## src/rtl/word_rotator_pkg.sv

```systemverilog
package word_rotator_pkg;
  localparam int CODE_W  = 3;
  localparam int NCHAR   = 5;
  localparam int SEG_W   = 7;
  localparam logic [CODE_W-1:0] CODE_H     = 3'b000;
  localparam logic [CODE_W-1:0] CODE_E     = 3'b001;
  localparam logic [CODE_W-1:0] CODE_L     = 3'b010;
  localparam logic [CODE_W-1:0] CODE_O     = 3'b011;
  localparam logic [CODE_W-1:0] CODE_BLANK = 3'b100;
  typedef logic [CODE_W-1:0] code_t;
  typedef logic [0:SEG_W-1]  seg_t;
endpackage

```

## src/rtl/five_way_sel.sv

```systemverilog
// Five-input selector built from four 2:1 stages, one slice per bit.
module five_way_sel #(
  parameter int W = 3
) (
  input  logic [W-1:0] in0,
  input  logic [W-1:0] in1,
  input  logic [W-1:0] in2,
  input  logic [W-1:0] in3,
  input  logic [W-1:0] in4,
  input  logic [2:0]   sel,
  output logic [W-1:0] out
);
  for (genvar b = 0; b < W; b++) begin : g_bit
    logic pair_lo, pair_hi, quad;
    always_comb begin
      pair_lo = sel[0] ? in1[b] : in0[b];
      pair_hi = sel[0] ? in3[b] : in2[b];
      quad    = sel[1] ? pair_hi : pair_lo;
      out[b]  = sel[2] ? in4[b] : quad;
    end
  end
endmodule

```

## src/rtl/char_seg_dec.sv

```systemverilog
// Reduced-alphabet decoder, active-low segments, Boolean form.
module char_seg_dec
  import word_rotator_pkg::*;
(
  input  code_t code,
  output seg_t  seg_n
);
  logic c2, c1, c0;
  always_comb begin
    {c2, c1, c0} = code;
    seg_n[0] = c2 | ~c0;
    seg_n[1] = c2 | (c1 ^ c0);
    seg_n[2] = c2 | (c1 ^ c0);
    seg_n[3] = c2 | (~c1 & ~c0);
    seg_n[4] = c2;
    seg_n[5] = c2;
    seg_n[6] = c2 | c1;
  end
endmodule

```

## src/rtl/word_rotator.sv

```systemverilog
module word_rotator
  import word_rotator_pkg::*;
#(
  parameter int NDIGIT = 5
) (
  input  logic [NCHAR*CODE_W-1:0]  word_i,
  input  logic [2:0]               rot_i,
  output logic [NDIGIT-1:0][0:6]   seg_n_o
);
  localparam int PAD = NDIGIT - NCHAR;

  code_t padded [NDIGIT];

  for (genvar p = 0; p < NDIGIT; p++) begin : g_pad
    if (p < PAD) begin : g_blank
      assign padded[p] = CODE_BLANK;
    end else begin : g_char
      assign padded[p] = word_i[(NCHAR-1-(p-PAD))*CODE_W +: CODE_W];
    end
  end

  for (genvar d = 0; d < NDIGIT; d++) begin : g_digit
    code_t pick;
    seg_t  seg;
    five_way_sel #(.W(CODE_W)) u_sel (
      .in0 (padded[(d+0) % NDIGIT]),
      .in1 (padded[(d+1) % NDIGIT]),
      .in2 (padded[(d+2) % NDIGIT]),
      .in3 (padded[(d+3) % NDIGIT]),
      .in4 (padded[(d+4) % NDIGIT]),
      .sel (rot_i),
      .out (pick)
    );
    char_seg_dec u_dec (
      .code  (pick),
      .seg_n (seg)
    );
    assign seg_n_o[d] = seg;
  end
endmodule

```

## config.mk

```make
export PLATFORM = sky130hd
export DESIGN_NAME = word_rotator
export DESIGN_NICKNAME = d
export VERILOG_FILES = /design/src/rtl/word_rotator_pkg.sv /design/src/rtl/five_way_sel.sv /design/src/rtl/char_seg_dec.sv /design/src/rtl/word_rotator.sv
export SDC_FILE = /design/constraint.sdc
export NUM_CORES = 1
export LEC_CHECK = 0
export BUFFER_PORTS_ARGS = -buffer_cell sky130_fd_sc_hd__buf_2
export CAP_MARGIN = 0
export CORE_MARGIN = 1
export CORE_UTILIZATION = 49
export DETAILED_ROUTE_END_ITERATION = 8
export PLACE_DENSITY = 0.91
export SLEW_MARGIN = 10
export SYNTH_ARGS = -nofsm -noshare
export SYNTH_HDL_FRONTEND = slang
export SYNTH_SLANG_ARGS = --single-unit
```

## constraint.sdc

```tcl
create_clock -name vclk -period 4.2
set_clock_uncertainty 0.05 [all_clocks]
set_input_delay 0.84 -clock vclk [all_inputs]
set_output_delay 0.84 -clock vclk [all_outputs]
set_load 0.01 [all_outputs]
```

==> flow_results.xml <==
<?xml version="1.0" encoding="UTF-8"?>
<metrics>
  <group name="worst_setup_path">
    <metric name="cpLargestDelayFamily" unit="">buffers and inverters</metric>
    <metric name="critPathSlowestCell" unit="">sky130_fd_sc_hd__mux2_2</metric>
    <metric name="critical_path.n_buffers_inverters" unit="">2</metric>
    <metric name="worst_path_largest_cell_delay" unit="ns">0.41</metric>
    <metric name="worstPathArrival" unit="ns">2.69</metric>
    <metric name="cp_cell_sequence" unit="">buf_2 -&gt; mux2_2 -&gt; o211ai_1 -&gt; and2_1 -&gt; ha_1 -&gt; or2_2 -&gt; buf_2</metric>
    <metric name="crit_required" unit="ns">3.31</metric>
    <metric name="crit_cells" unit="">7</metric>
    <metric name="startpoint_type" unit="">primary input</metric>
    <metric name="worstPathMaxFanout" unit="">16</metric>
    <metric name="path_class" unit="">in -&gt; out</metric>
    <metric name="endpoint_kind" unit="">output port</metric>
    <metric name="timing.critical_path.mode_cell" unit="">sky130_fd_sc_hd__buf_2</metric>
  </group>
  <group name="logic_synthesis">
    <metric name="synth_top_cell_by_area" unit="">sky130_fd_sc_hd__mux2i_1</metric>
    <metric name="synthesis.area_per_instance" unit="sq um">7.817</metric>
    <metric name="synth_seq_area_share" unit="%">0</metric>
    <metric name="synth.lib_cells_used.distinct" unit="">41</metric>
    <metric name="synth.cell_area" unit="sq um">977.2</metric>
    <metric name="synth.net_count" unit="">148</metric>
    <metric name="cells_taking_the_most_area_after_synthesis" unit="">sky130_fd_sc_hd__mux2i_1 12%, sky130_fd_sc_hd__buf_4 9.2%, sky130_fd_sc_hd__mux2_2 6.9%</metric>
    <metric name="synth_top_cell_area_share" unit="%">12.29</metric>
    <metric name="synthesis_warning_total" unit="">0</metric>
    <metric name="syn-instance-count" unit="">125</metric>
    <metric name="synth.top_cells.by_count" unit="">12 x sky130_fd_sc_hd__buf_4, 12 x sky130_fd_sc_hd__mux2i_1, 11 x sky130_fd_sc_hd__nor2_1</metric>
  </group>
  <group name="global_route">
    <metric name="initial_antenna_violation_count" unit="">0</metric>
    <metric name="grt_max_degree" unit="">20</metric>
    <metric name="global_route.overflow_total" unit="">0</metric>
    <metric name="via_count_of_the_first_global_routing_pass" unit="">873</metric>
    <metric name="total_routing_resource_utilization_after_global_routing" unit="%">23.54</metric>
    <metric name="first_pass_grt_wire_length" unit="um">3829</metric>
  </group>
  <group name="detailed_routing">
    <metric name="routed-via-count" unit="">1101</metric>
    <metric name="tritonroute_pass_1_iters" unit="">4</metric>
    <metric name="dr_iter_0_viols" unit="">23</metric>
    <metric name="via_per_inst" unit="">5.856</metric>
    <metric name="routed_wirelength" unit="um">2592</metric>
    <metric name="drt.antenna.violating_nets" unit="">0</metric>
    <metric name="detail_route.wl_per_cell" unit="um">13.79</metric>
    <metric name="drc_errors" unit="">0</metric>
  </group>
  <group name="timing">
    <metric name="grt_setup_unrepaired" unit="">false</metric>
    <metric name="setup_tns" unit="ns">0</metric>
    <metric name="setup_violations" unit="">0</metric>
    <metric name="tightest_slew" unit="ns">0.4014</metric>
    <metric name="finalCritPeriodShare" unit="%">85.17</metric>
    <metric name="report.final.slew_viol_count" unit="">0</metric>
    <metric name="finalHoldViolations" unit="">0</metric>
    <metric name="fmaxAchievable" unit="MHz">279.6</metric>
    <metric name="post-route-min-period" unit="ns">3.577</metric>
    <metric name="slew_headroom" unit="%">72.71</metric>
  </group>
  <group name="place">
    <metric name="numPortBuffers" unit="">53</metric>
    <metric name="detailed_place_hpwl" unit="um">2086</metric>
    <metric name="placer_congestion" unit="">0.9011</metric>
    <metric name="place.detailed.instances" unit="">188</metric>
  </group>
  <group name="floorplan">
    <metric name="die_width" unit="um">46.66</metric>
    <metric name="fp-row-count" unit="">15</metric>
    <metric name="design.die.area" unit="sq um">2177</metric>
    <metric name="initial_util" unit="%">54.24</metric>
    <metric name="core" unit="sq um">1802</metric>
    <metric name="die_h" unit="um">46.66</metric>
    <metric name="boundary_pins" unit="">53</metric>
  </group>
  <group name="status">
    <metric name="run_status" unit="">finished clean</metric>
  </group>
  <group name="final_layout">
    <metric name="drive_above_1_share" unit="%">46.01</metric>
    <metric name="area_used_by_sequential_logic_in_the_layout" unit="sq um">0</metric>
    <metric name="antenna_cells_inserted" unit="">0</metric>
    <metric name="final_nets" unit="">188</metric>
    <metric name="final_cell_count_no_fill" unit="">188</metric>
    <metric name="clkbuf_count" unit="">0</metric>
    <metric name="n_sequential_cell" unit="">0</metric>
    <metric name="area_growth_syn_to_layout" unit="%">18.31</metric>
  </group>
  <group name="pwr">
    <metric name="clock_power_share" unit="%">0</metric>
    <metric name="seqPwrFrac" unit="%">0</metric>
    <metric name="switching_power" unit="uW">97.99</metric>
    <metric name="p_leak" unit="nW">0.5394</metric>
    <metric name="power_density" unit="nW/um^2">151.7</metric>
    <metric name="maximum_resistive_drop_on_vdd" unit="mV">0.08804</metric>
    <metric name="power_frac_comb" unit="%">100.0</metric>
    <metric name="internal_power" unit="uW">77.37</metric>
    <metric name="net_switching_share_of_the_total_power" unit="%">55.88</metric>
  </group>
  <group name="hold_path">
    <metric name="min_path_cells" unit="">4</metric>
    <metric name="hold_path.class" unit="">in -&gt; out</metric>
  </group>
  <group name="flow_run">
    <metric name="drv_cap" unit="">0</metric>
  </group>
  <group name="cts">
    <metric name="postCtsHoldBufs" unit="">0</metric>
    <metric name="number_of_buffers_inserted_by_post_cts_setup_repair" unit="">0</metric>
    <metric name="post_cts_resized" unit="">0</metric>
  </group>
</metrics>
routing by layer:
metal  global-route usage, %  part of all wire (%)  vias to the layer above
met2                   41.39                    48                       60
met4                   3.429                   1.3                        0
met3                  0.7843                   8.5                        4
met5                       0                     0                        -
li1                        -                     -                      525
met1                   32.24                    42                      512
worst paths after layout:
check                  start          end  slack (ns)
setup / recovery    rot_i[1]  seg_n_o[19]        0.62
hold / removal    word_i[13]   seg_n_o[7]        1.98
cell usage in the layout, fill, tap and decap left out, types with 2 or more instances in the layout:
cell                        netlist  layout
sky130_fd_sc_hd__nand2_1          9       9
sky130_fd_sc_hd__a21oi_1          8       8
sky130_fd_sc_hd__inv_1            3       3
sky130_fd_sc_hd__o22ai_1          2       2
sky130_fd_sc_hd__nor3_1           2       2
sky130_fd_sc_hd__nor2b_1          3       3
sky130_fd_sc_hd__buf_4           12       2
sky130_fd_sc_hd__nor2_1          11      11
sky130_fd_sc_hd__mux4_2           2       2
sky130_fd_sc_hd__or2_2            2       2
sky130_fd_sc_hd__a221oi_2         2       2
sky130_fd_sc_hd__a2bb2oi_1        3       3
sky130_fd_sc_hd__or2_1            6       6
sky130_fd_sc_hd__nand2b_1         4       4
sky130_fd_sc_hd__mux2i_2          3       3
sky130_fd_sc_hd__mux2_2           6       6
sky130_fd_sc_hd__buf_2            1      53
sky130_fd_sc_hd__ha_1             5       5
sky130_fd_sc_hd__mux2i_1         12      12
sky130_fd_sc_hd__o21a_1           2       2
sky130_fd_sc_hd__o21ai_0          5       5
power by group through the flow:
stage	Clock (mW)	Sequential, mW	Combinational, mW
floorplan	0	0	0.130
global placement	0	0	0.169
detailed placement	0	0	0.174
CTS	0	0	0.175
global route	0	0	0.193
finish	0	0	0.175
final cells by class:
cell class,instances,area (sq um)
fill,169,645.6
inverter,4,15.01
tap,25,31.28
multi-input combinational,104,829.5
timing repair buffer,55,280.3
metrics by stage:
| stage | setup slack, ns | hold WS, ns | total power [mW] | cell area, sq um | util (%) |
|---|---|---|---|---|---|
| after floorplan | 0.9904 | 1.725 | 0.1299 | 977.2 | - |
| after global placement | 0.7086 | 1.972 | 0.1687 | 1156 | 64.17 |
| after detailed placement | 0.6720 | 1.980 | 0.1742 | 1156 | 64.17 |
| after CTS | 0.6658 | 1.983 | 0.1749 | 1156 | 64.17 |
| after global routing | 0.5718 | 1.995 | 0.1925 | 1156 | 64.17 |
| final | 0.6229 | 1.982 | 0.1754 | 1156 | 64.17 |
cell families after synthesis:
| logic type | after synthesis | share of synthesized area [%] |
|---|---|---|
| compound gates | 34 | 25.74 |
| fa+ha+maj | 5 | 6.402 |
| mux | 24 | 30.35 |
| buf+inv | 21 | 15.11 |
| simple gates | 41 | 22.41 |
Note: power is estimated with default switching activity, not from simulation.
